## config.mk

```make
export PLATFORM = sky130hd
export DESIGN_NAME = twi_addr_front
export DESIGN_NICKNAME = d
export VERILOG_FILES = /design/src/rtl/twi_af_pkg.sv /design/src/rtl/twi_af_sync.sv /design/src/rtl/twi_af_cond.sv /design/src/rtl/twi_af_ctrl.sv /design/src/rtl/twi_addr_front.sv
export SDC_FILE = /design/constraint.sdc
export NUM_CORES = 1
export LEC_CHECK = 0
export ABC_AREA = 1
export BUFFER_PORTS_ARGS = -buffer_cell sky130_fd_sc_hd__buf_4
export CAP_MARGIN = 20
export CORE_MARGIN = 5
export CORE_UTILIZATION = 55
export DETAILED_ROUTE_END_ITERATION = 16
export PLACE_DENSITY = 0.79
export SLEW_MARGIN = 10
export SYNTH_ARGS = -nofsm -noshare
export SYNTH_HDL_FRONTEND = slang
export SYNTH_SLANG_ARGS = --single-unit
```

## constraint.sdc

```tcl
create_clock -name clk -period 1.7 [get_ports clk]
set_input_delay 0.34 -clock clk [delete_from_list [all_inputs] [get_ports clk]]
set_output_delay 0.34 -clock clk [all_outputs]
set_load 0.005 [all_outputs]
```

## src/rtl/twi_af_pkg.sv

```systemverilog
package twi_af_pkg;

    localparam logic [3:0] DEV_FAMILY = 4'b1010;
    localparam int         NUM_TGT    = 3;

    typedef enum logic [1:0] {
        TGT_MEM  = 2'b00,
        TGT_RSVD = 2'b01,
        TGT_CTL  = 2'b10,
        TGT_POT  = 2'b11
    } tgt_code_e;

    typedef struct packed {
        logic [3:0] family;
        logic       strap;
        tgt_code_e  tgt;
        logic       rnw;
    } addr_byte_t;

    localparam int ADDR_W = $bits(addr_byte_t);
    localparam int CNT_W  = $clog2(ADDR_W + 1);

    typedef enum logic [2:0] {
        PH_IDLE,
        PH_SHIFT,
        PH_ACK,
        PH_SELECTED,
        PH_IGNORE
    } phase_e;

    typedef struct packed {
        logic start;
        logic stop;
        logic rise;
        logic fall;
        logic sda;
    } bus_evt_t;

    function automatic logic [NUM_TGT-1:0] tgt_onehot(input tgt_code_e c);
        case (c)
            TGT_MEM: return 3'b001;
            TGT_CTL: return 3'b010;
            TGT_POT: return 3'b100;
            default: return 3'b000;
        endcase
    endfunction

    function automatic logic tgt_guarded(input tgt_code_e c);
        return (c == TGT_MEM) || (c == TGT_POT);
    endfunction

endpackage

```

## src/rtl/twi_af_sync.sv

```systemverilog
module twi_af_sync #(
    parameter int STAGES = 2,
    parameter int WIDTH  = 2
) (
    input  logic             clk,
    input  logic             rst,
    input  logic [WIDTH-1:0] async_in,
    output logic [WIDTH-1:0] sync_out
);
    logic [WIDTH-1:0] chain [STAGES];

    generate
        for (genvar s = 0; s < STAGES; s++) begin : g_stage
            always_ff @(posedge clk) begin
                if (rst) chain[s] <= '1;
                else if (s == 0) chain[s] <= async_in;
                else chain[s] <= chain[(s == 0) ? 0 : s - 1];
            end
        end
    endgenerate

    assign sync_out = chain[STAGES-1];
endmodule

```

## src/rtl/twi_af_cond.sv

```systemverilog
module twi_af_cond
    import twi_af_pkg::*;
(
    input  logic     clk,
    input  logic     rst,
    input  logic     scl_s,
    input  logic     sda_s,
    output bus_evt_t evt
);
    logic scl_q, sda_q;

    always_ff @(posedge clk) begin
        if (rst) begin
            scl_q <= 1'b1;
            sda_q <= 1'b1;
        end else begin
            scl_q <= scl_s;
            sda_q <= sda_s;
        end
    end

    always_comb begin
        evt.start = scl_s & scl_q & sda_q & ~sda_s;
        evt.stop  = scl_s & scl_q & ~sda_q & sda_s;
        evt.rise  = scl_s & ~scl_q;
        evt.fall  = ~scl_s & scl_q;
        evt.sda   = sda_s;
    end

    a_r2_start_stop_exclusive: assert property (@(posedge clk) disable iff (rst)
        !(evt.start && evt.stop));
endmodule

```

## src/rtl/twi_af_ctrl.sv

```systemverilog
module twi_af_ctrl
    import twi_af_pkg::*;
(
    input  logic               clk,
    input  logic               rst,
    input  bus_evt_t           evt,
    input  logic               phys_addr,
    input  logic               wel,
    output logic               ack_drive_low,
    output logic [NUM_TGT-1:0] target_sel,
    output logic               rd_flag,
    output logic               txn_active,
    output logic               wr_reject
);
    phase_e            phase;
    logic [ADDR_W-1:0] shreg;
    logic [CNT_W-1:0]  cnt;

    addr_byte_t ab;
    logic id_ok, strap_ok, tgt_ok, wr_blocked, accept, refuse;

    always_comb begin
        ab         = addr_byte_t'(shreg);
        id_ok      = (ab.family == DEV_FAMILY);
        strap_ok   = (ab.strap == phys_addr);
        tgt_ok     = (ab.tgt != TGT_RSVD);
        wr_blocked = ~ab.rnw & tgt_guarded(ab.tgt) & ~wel;
        accept     = id_ok & strap_ok & tgt_ok & ~wr_blocked;
        refuse     = id_ok & strap_ok & tgt_ok & wr_blocked;
    end

    always_ff @(posedge clk) begin
        if (rst) begin
            phase         <= PH_IDLE;
            shreg         <= '0;
            cnt           <= '0;
            ack_drive_low <= 1'b0;
            target_sel    <= '0;
            rd_flag       <= 1'b0;
            txn_active    <= 1'b0;
            wr_reject     <= 1'b0;
        end else begin
            wr_reject <= 1'b0;
            if (evt.stop || evt.start) begin
                phase         <= evt.stop ? PH_IDLE : PH_SHIFT;
                cnt           <= '0;
                ack_drive_low <= 1'b0;
                target_sel    <= '0;
                rd_flag       <= 1'b0;
                txn_active    <= 1'b0;
            end else begin
                case (phase)
                    PH_SHIFT: begin
                        if (evt.rise && cnt != CNT_W'(ADDR_W)) begin
                            shreg <= {shreg[ADDR_W-2:0], evt.sda};
                            cnt   <= cnt + 1'b1;
                        end else if (evt.fall && cnt == CNT_W'(ADDR_W)) begin
                            if (accept) begin
                                phase         <= PH_ACK;
                                ack_drive_low <= 1'b1;
                                target_sel    <= tgt_onehot(ab.tgt);
                                rd_flag       <= ab.rnw;
                                txn_active    <= 1'b1;
                            end else begin
                                phase <= PH_IGNORE;
                            end
                            wr_reject <= refuse;
                        end
                    end
                    PH_ACK: begin
                        if (evt.fall) begin
                            phase         <= PH_SELECTED;
                            ack_drive_low <= 1'b0;
                        end
                    end
                    default: ;
                endcase
            end
        end
    end

    // at most one target is ever selected
    a_r5_sel_onehot: assert property (@(posedge clk) disable iff (rst)
        $onehot0(target_sel));
    // active flag and a select travel together
    a_r9_active_has_sel: assert property (@(posedge clk) disable iff (rst)
        txn_active |-> $onehot(target_sel));
    a_r2_stop_clears: assert property (@(posedge clk) disable iff (rst)
        evt.stop |=> (!txn_active && target_sel == '0 && !ack_drive_low));
    a_r7_reject_no_ack: assert property (@(posedge clk) disable iff (rst)
        wr_reject |-> (!ack_drive_low && !txn_active));
    a_r7_reject_single: assert property (@(posedge clk) disable iff (rst)
        wr_reject |=> !wr_reject);
    a_r8_ack_rises_on_fall: assert property (@(posedge clk) disable iff (rst)
        $rose(ack_drive_low) |-> $past(evt.fall));
    a_r8_ack_needs_active: assert property (@(posedge clk) disable iff (rst)
        ack_drive_low |-> txn_active);
endmodule

```

## src/rtl/twi_addr_front.sv

```systemverilog
module twi_addr_front
    import twi_af_pkg::*;
#(
    parameter int SYNC_STAGES = 2
) (
    input  logic               clk,
    input  logic               rst,
    input  logic               scl_in,
    input  logic               sda_in,
    input  logic               phys_addr,
    input  logic               wel,
    output logic               ack_drive_low,
    output logic [NUM_TGT-1:0] target_sel,
    output logic               rd_flag,
    output logic               txn_active,
    output logic               wr_reject
);
    logic [1:0] lines_s;
    bus_evt_t   evt;

    twi_af_sync #(.STAGES(SYNC_STAGES), .WIDTH(2)) u_sync (
        .clk      (clk),
        .rst      (rst),
        .async_in ({scl_in, sda_in}),
        .sync_out (lines_s)
    );

    twi_af_cond u_cond (
        .clk   (clk),
        .rst   (rst),
        .scl_s (lines_s[1]),
        .sda_s (lines_s[0]),
        .evt   (evt)
    );

    twi_af_ctrl u_ctrl (
        .clk           (clk),
        .rst           (rst),
        .evt           (evt),
        .phys_addr     (phys_addr),
        .wel           (wel),
        .ack_drive_low (ack_drive_low),
        .target_sel    (target_sel),
        .rd_flag       (rd_flag),
        .txn_active    (txn_active),
        .wr_reject     (wr_reject)
    );
endmodule

```

[Word level (Yosys, flattened, before mapping)]
Memory sizes are Yosys's and may differ from the RTL's.
Cells that the tools add are included.
Cells by class
  divide/modulo/power cells: 0
  shifts and indexed selects: 0
  magnitude comparators: 0
  reductions and logical operators: 14
  multipliers: 0
  equality and inequality tests: 16
  bitwise operators: 26
  mux-type cells: 18
  add/subtract/negate cells: 1
Operators with widths (count)
  two-way mux 3 bit: 5
  bitwise AND 1 bit: 13
  inverter 1 bit: 11
  one-hot mux 3 bit (3 select lines): 1
  equality test 4 bit, second input constant: 2
  two-way mux 1 bit: 8
  != test 2 x 1 -> 1 bit, second input constant: 4
  AND reduction 4 bit: 2
  != test 3 x 1 -> 1 bit, second input constant: 2
  one-hot mux 3 bit (2 select lines): 1
  AND reduction 5 bit: 1
  OR reduction 5 bit: 1
  adder 4 x 1 -> 4 bit, second input constant: 1
  equality test 2 bit, second input constant: 2
  two-way mux 2 bit: 2
  != test 4 bit, second input constant: 1
  equality test 3 x 1 -> 1 bit, second input constant: 1
  equality test 3 x 2 -> 1 bit, second input constant: 1
  != test 3 x 2 -> 1 bit, second input constant: 1
  AND reduction 3 bit: 1
  nonzero test 3 bit: 1
  logical AND 1 bit: 2
  zero test 2 bit: 1
  logical OR 1 bit: 2
  7 further kinds: 8
Storage, ports and cells
  input port bits: 6
  latch bits: 0
  memories: 1
  logic and storage cells: 86
  ROM bits: 0
  memory bits (writable): 4
  output and inout bits: 7
  bits in registers: 24
Memory list
  u_sync.chain: words 2, bits a word 2, rd ports 2, clocked after memory_dff 0, write ports 2, line twi_af_sync.sv:10  | logic [WIDTH-1:0] chain [STAGES];

[Depth between registers and ports, before layout]
Gate-level depths: netlist of run 1.
  depth in word-level cells: 11
  mapped depth: 10
  mapped depth without buffers: 10

[Hierarchy]
Synthesis of run 1 repeated with hierarchy kept, for this count alone.
Second synthesis, totals
  cells, all modules: 162
  area, all modules: 1246.2 um^2
By module, submodules not included
  twi_af_ctrl: area an instance 1029.7 um^2, sequential area each 440.4 um^2, times used 1, cells each 132
  twi_af_sync: area an instance 116.4 um^2, sequential area each 80.1 um^2, times used 1, cells each 13
  twi_af_cond: area an instance 100.1 um^2, sequential area each 40.0 um^2, times used 1, cells each 17

[Worst setup path after synthesis of run 1]
Ideal clock, no wire load.
  path type: flip-flop to flip-flop
  start point: reg u_ctrl.shreg[1] (netlist: u_ctrl.ab[1])
  end point: reg u_ctrl.phase[1]
  setup slack: 317 ps
  cell stages (with the launch flop): 9
  arrival time: 1261 ps
  clock period less this slack: 1383 ps
  data required time: 1577 ps
  cells stage by stage: dfxtp_1 -> inv_1 -> ha_1 -> inv_1 -> nand3_1 -> nand3_1 -> nand2_1 -> nand2_1 -> a21oi_1
On the way
  cells in the longest elaborated chain, start to end: 11
RTL lines
  start, declared: line twi_af_ctrl.sv:16  | logic [ADDR_W-1:0] shreg;
  start signal, assigned: line twi_af_ctrl.sv:55  | shreg <= {shreg[ADDR_W-2:0], evt.sda};
  equality test 2 bit or zero test 2 bit (tied branches): line twi_af_pkg.sv:49  | return (c == TGT_MEM) || (c == TGT_POT);
  logical OR 1 bit: line twi_af_pkg.sv:49
  bitwise AND 1 bit (2 in series): line twi_af_ctrl.sv:27  | wr_blocked = ~ab.rnw & tgt_guarded(ab.tgt) & ~wel;
  inverter 1 bit: line twi_af_ctrl.sv:28  | accept = id_ok & strap_ok & tgt_ok & ~wr_blocked;
  bitwise AND 1 bit *: line twi_af_ctrl.sv:28
  two-way mux 3 bit *: line twi_af_ctrl.sv:58  | if (accept) begin
  two-way mux 3 bit *: line twi_af_ctrl.sv:57  | end else if (evt.fall && cnt == CNT_W'(ADDR_W)) begin
  two-way mux 3 bit *: line twi_af_ctrl.sv:54  | if (evt.rise && cnt != CNT_W'(ADDR_W)) begin
  one-hot mux 3 bit (2 select lines) *: line twi_af_ctrl.sv:52  | case (phase)
  two-way mux 3 bit *: line twi_af_ctrl.sv:44  | if (evt.stop || evt.start) begin
  end signal, assigned: line twi_af_ctrl.sv:45  | phase <= evt.stop ? PH_IDLE : PH_SHIFT;
  end, declared: line twi_af_ctrl.sv:15  | phase_e phase;
Mark *: on every way between the ends. The rest lies on a longest branch, timed or not. The select of a mux whose other input is x is not followed.
A chain may end at the register's enable or synchronous reset.

[Worst setup path in the final report of run 1]
  start point: reg u_ctrl.shreg[1] (netlist: u_ctrl.ab[1])
  end point: reg u_ctrl.phase[2]
The elaborated chain is that of the path after synthesis.

==> flow_summary.json, run 1 <==
{
  "period_minus_slack_ps": 1580,
  "routedWlPerCell_um": 11.6,
  "worst-r2r-setup-slack_ps": 120,
  "finalSetupViolations": 0,
  "cts_sinks": 28,
  "grt_setup_unrepaired": "no",
  "ant_nets": 0,
  "hold_slack_ps": 198,
  "clockBufferDepth": 2,
  "maxCapViolCount": 0,
  "yosysTopAreaCellShare_pct": 42.0,
  "cts_max_level": 1,
  "top_usage_layer": "met2",
  "crit_path_start_kind": "flip-flop",
  "insertion_delay_ps": 320,
  "finalHoldViolCount": 0,
  "grt_pass1_vias": 1089,
  "fin_setup_tns_ps": 0,
  "synth_area_mm2": 0.00134,
  "final_cell_count_no_fill": 218,
  "clk_pin_slew_worst_paths_ps": 150,
  "initial_core_util_pct": 59.2,
  "pwr_density_cell_mw_per_mm2": 704,
  "period_share_pct": 92.8,
  "r2r_end": "u_ctrl.phase[2]",
  "drive_gt1_share_pct": 22.1,
  "row_count": 17,
  "path_class": "flip-flop to flip-flop",
  "gp_congestion": 0.810,
  "yosys_warnings": 0,
  "ys_ff_latch": 28,
  "grt_max_degree": 16,
  "synth_ff_type": "dfxtp_1",
  "drt-vias-per-instance": 5.04,
  "clock.fmax_mhz": 634,
  "grtUsageTotal_pct": 16.1,
  "finalClockSkew_ps": 11.1,
  "die_x_um": 59.3,
  "drt_first_pass_iters": 4,
  "worstReg2RegStart": "u_ctrl.ab[1]",
  "areaGrowthSynthToFinish_pct": 12.3,
  "io_pins": 13,
  "synth_edf_count": 0,
  "grtUsageMet3_pct": 2.83,
  "drt-initial-drc-count": 18,
  "p_leak_uw": 0.000664,
  "crit_path_end_kind": "flip-flop",
  "cts_buffers": 3,
  "cp.arrival_ps": 1840,
  "vias": 1098,
  "nets": 203,
  "cts_root_buf": "clkbuf_4",
  "die_area_mm2": 0.00351,
  "synthArstFlopShare_pct": 0,
  "antenna_found_initial": 0,
  "io_buffers": 12,
  "synthTopCellsByCount": "inv_1 (31), dfxtp_1 (28), nand2_1 (23), nor2_1 (21), a21oi_1 (14)",
  "vdd_drop_max_v": 0.000502,
  "synthCells": 174,
  "dp_hpwl_um": 2070,
  "grt_pass1_wl_um": 4400,
  "synth.area.top_cells": "dfxtp_1 (42%), inv_1 (8.7%), nand2_1 (6.5%)",
  "drc": 0,
  "slew_headroom_pct": 76.5,
  "synth_area_leader_cell": "dfxtp_1",
  "overflow": 0,
  "crit_end": "u_ctrl.phase[2]",
  "rr_worst_depth": 9,
  "seq_area_frac_synth_pct": 42.0,
  "met1_usage_pct": 18.4,
  "yosysUniqueCellTypes": 22,
  "avgSynthCellArea_um2": 7.67,
  "antenna_cells": 0,
  "synth_nets": 186,
  "hold_path_class": "input port to flip-flop",
  "worstSetupStartpoint": "u_ctrl.ab[1]",
  "drv_slew": 0,
  "required_ps": 1970,
  "dp.cells": 214,
  "die_h_um": 59.3,
  "yosysMostFrequentCell": "inv_1",
  "cts_tree": "built",
  "crit_path_max_fanout": 5,
  "tightest_slew_ps": 351,
  "core_area_mm2": 0.00225,
  "post-cts-setup-buffers": 0,
  "grt_util_met2_pct": 29.5,
  "status": "finished, final reports clean",
  "wirelength_um": 2520
}
## logic make-up (layout without fill, tap and decap cells)
group	after synthesis	count (layout)	share of synthesized area, %
DFF	28	28	42.0
adders and majority gates	6	6	5.62
xor gates and xnor gates	3	3	1.97
buffers and inverters	36	52	11.3
AOI/OAI and AO/OA	26	26	10.3
and+or+nand+nor	75	75	28.8
## sequential cells by signal, indices dropped and copies added, names as in the netlist
register              cells
u_ctrl.phase              3
u_ctrl.ab                 8
u_ctrl.target_sel         3
u_ctrl.ack_drive_low      1
u_sync.chain              4
u_ctrl.txn_active         1
u_ctrl.rd_flag            1
u_cond.sda_q              1
u_cond.scl_q              1
u_ctrl.cnt                4
u_ctrl.wr_reject          1
## cell usage in the layout (no fill, tap or decap)
cell type and count:
inv_1 31, dfxtp_1 26, nand2_1 23, nor2_1 21, buf_4 15, a21oi_1 14, o21ai_0 8, nand3_1 8
ha_1 6, nand4_1 5, or2_2 5, nand3_2 4, nor2_2 4, nor2_4 3, clkbuf_4 3, inv_2 2
o21ai_1 2, xnor2_1 2, o21ai_2 2, dfxtp_2 2, nand3_4 1, xor2_1 1, nor3_1 1, clkbuf_8 1
## worst max-delay path, stage by stage, from the launching register on
cell,delay (ps)
dfxtp_2,390
inv_1,70
ha_1,300
inv_1,80
nand3_1,190
nand3_2,180
nand2_1,60
nand2_1,100
inv_1,60
nor2_1,80
## power breakdown
part           internal, uW  leakage [uW]  switching (uW)  total [uW]
Clock                   131     0.0000210             186         316
Sequential              665      0.000228            5.67         671
Combinational          28.1      0.000415            39.2        67.3
## metal layers
metal	vias up	wire, um
li1	578	-
met1	496	1100
met2	22	1320
met3	2	89
met4	0	17
met5	-	0
## through the flow
stage	worst slack, ps	cell area (um^2)	utilization, %	total power (uW)
after global placement	247	1460	64.5	750
after global routing	15.5	1500	66.5	1110
after floorplan	317	1340	-	730
after detailed placement	80.3	1460	64.5	752
after CTS	26.2	1490	66.1	1070
final	122	1500	66.5	1050
## what timing repair did
item	4_1_cts	5_1_grt
resized for setup	0	3
hold buffers	0	0
setup endpoints to repair	0	8
## how the worst min path moves through the flow
stage	cells past startpoint	slack (ps)	end	from
after floorplan	1	390	u_sync.chain[1][0]	u_sync.chain[0][0]
after global placement	1	390	u_sync.chain[1][1]	u_sync.chain[0][1]
after detailed placement	1	410	u_sync.chain[1][1]	u_sync.chain[0][1]
after CTS	2	180	u_sync.chain[0][0]	sda_in
after global routing	2	170	u_sync.chain[0][0]	sda_in
final	2	200	u_sync.chain[0][0]	sda_in
## area by class of cell
type | instances | area (um^2)
Multi-Input combinational cell | 110 | 628
Timing Repair Buffer | 15 | 113
Tap cell | 28 | 35.0
Fill cell | 191 | 756
Sequential cell | 28 | 563
Inverter | 33 | 124
Clock buffer | 4 | 36.3
(Power assumes the default switching activity.)
==> run 2, diff against run 1 <==
Clock period 1.7 ns to 1.5 ns, I/O delays scaled along.
==> flow_summary.json, run 2 (synthesized netlist as in run 1, its figures left out) <==
{
  "drt-vias-per-instance": 5.03,
  "drt_first_pass_iters": 4,
  "crit_path_max_fanout": 8,
  "nets": 210,
  "maxCapViolCount": 0,
  "cp.arrival_ps": 1650,
  "period_minus_slack_ps": 1400,
  "row_count": 17,
  "finalSetupViolations": 0,
  "crit_path_start_kind": "flip-flop",
  "overflow": 0,
  "crit_path_end_kind": "flip-flop",
  "vdd_drop_max_v": 0.000552,
  "ant_nets": 0,
  "final_util_pct": 69.4,
  "finalClockSkew_ps": 5.59,
  "grt_pass1_wl_um": 4200,
  "drv_slew": 0,
  "insertion_delay_ps": 320,
  "die_h_um": 59.3,
  "cts_tree": "built",
  "areaGrowthSynthToFinish_pct": 17.2,
  "drt-initial-drc-count": 26,
  "clock.fmax_mhz": 715,
  "cts_max_level": 1,
  "path_class": "flip-flop to flip-flop",
  "slew_headroom_pct": 81.2,
  "dp_hpwl_um": 1920,
  "io_pins": 13,
  "p_leak_uw": 0.000696,
  "routedWlPerCell_um": 10.9,
  "hold_path_class": "input port to flip-flop",
  "status": "finished, final reports clean",
  "die_x_um": 59.3,
  "required_ps": 1750,
  "wirelength_um": 2440,
  "pwr_density_cell_mw_per_mm2": 727,
  "drc": 0,
  "gp_congestion": 0.847,
  "period_share_pct": 93.2,
  "cts_buffers": 3,
  "tightest_slew_ps": 281,
  "initial_core_util_pct": 59.2,
  "layout_commonest_cell": "inv_1",
  "largest_reg_flops": 8,
  "grtUsageTotal_pct": 15.3,
  "antenna_cells": 0,
  "antenna_found_initial": 0,
  "cts_sinks": 28,
  "vias": 1126,
  "grt_max_degree": 15,
  "final_cell_mix": "inv_1 (30), dfxtp_1 (25), buf_4 (22), nand2_1 (21), nor2_1 (21)",
  "core_area_mm2": 0.00225,
  "grt_pass1_vias": 1067,
  "clk_pin_slew_worst_paths_ps": 140,
  "io_buffers": 12,
  "clockBufferDepth": 2,
  "die_area_mm2": 0.00351,
  "hold_slack_ps": 152,
  "cts_root_buf": "clkbuf_4",
  "finalHoldViolCount": 0,
  "drive_gt1_share_pct": 27.0
}
run 2: timing repair:
item / 4_1_cts / 5_1_grt
endpoints found under the setup margin: 1 / 18
hold buffers: 0 / 0
setup buffers: 2 / 3
gates cloned: 0 / 0
gates resized for setup: 0 / 11
endpoints found under the hold margin: 0 / 0
pin swaps: 1 / 7
run 2: per-stage QoR:
step / cell area [um^2] / setup WS [ps] / setup TNS, ps / total power [uW] / std cells
after floorplan: 1340 / 117 / 0 / 828 / 174
after global placement: 1470 / 115 / 0 / 852 / 216
after detailed placement: 1470 / 17.7 / 0 / 854 / 216
after CTS: 1510 / 9.85 / 0 / 1140 / 221
after global routing: 1560 / -21.9 / -58.3 / 1200 / 224
final: 1560 / 102 / 0 / 1140 / 224
run 2: power breakdown:
group,switching [uW],internal [uW],total [uW]
Combinational,45.8,35.3,81.1
Clock,204,94.0,298
Sequential,6.10,752,758
Total,256,881,1140
run 2: worst paths after layout:
| path | startpoint | to | depth (start not counted) | slack (ps) |
|---|---|---|---|---|
| max | u_ctrl.cnt[1] | u_ctrl.ab[0] | 8 | 100 |
| min | sda_in | u_sync.chain[0][0] | 2 | 150 |
| max reg2reg | u_ctrl.cnt[1] | u_ctrl.ab[0] | 8 | 100 |
| min reg2reg | u_sync.chain[0][0] | u_sync.chain[1][0] | 1 | 430 |
run 2: cell type report:
| class | instances | area, um^2 |
|---|---|---|
| Multi-Input combinational cell | 110 | 651 |
| Tap cell | 28 | 35.0 |
| Clock buffer | 3 | 22.5 |
| Inverter | 33 | 124 |
| Fill cell | 186 | 691 |
| Sequential cell | 28 | 567 |
| Timing Repair Buffer | 22 | 165 |
run 2: metal layers:
layer / up-vias / global-route usage, % / share of wire (%)
met5: - / 0 / 0
met4: 0 / 4.21 / 1.1
met3: 4 / 2.83 / 3.4
met2: 11 / 28.2 / 52
met1: 522 / 17.8 / 44
li1: 589 / - / -
run 2: critical path, stage by stage, from the launching register on:
cell and delay [ps]:
dfxtp_2 360, inv_1 60, ha_4 160, nand3_2 70
nand3_2 80, nor2_4 170, buf_4 170, o21ai_0 90
a21oi_1 150
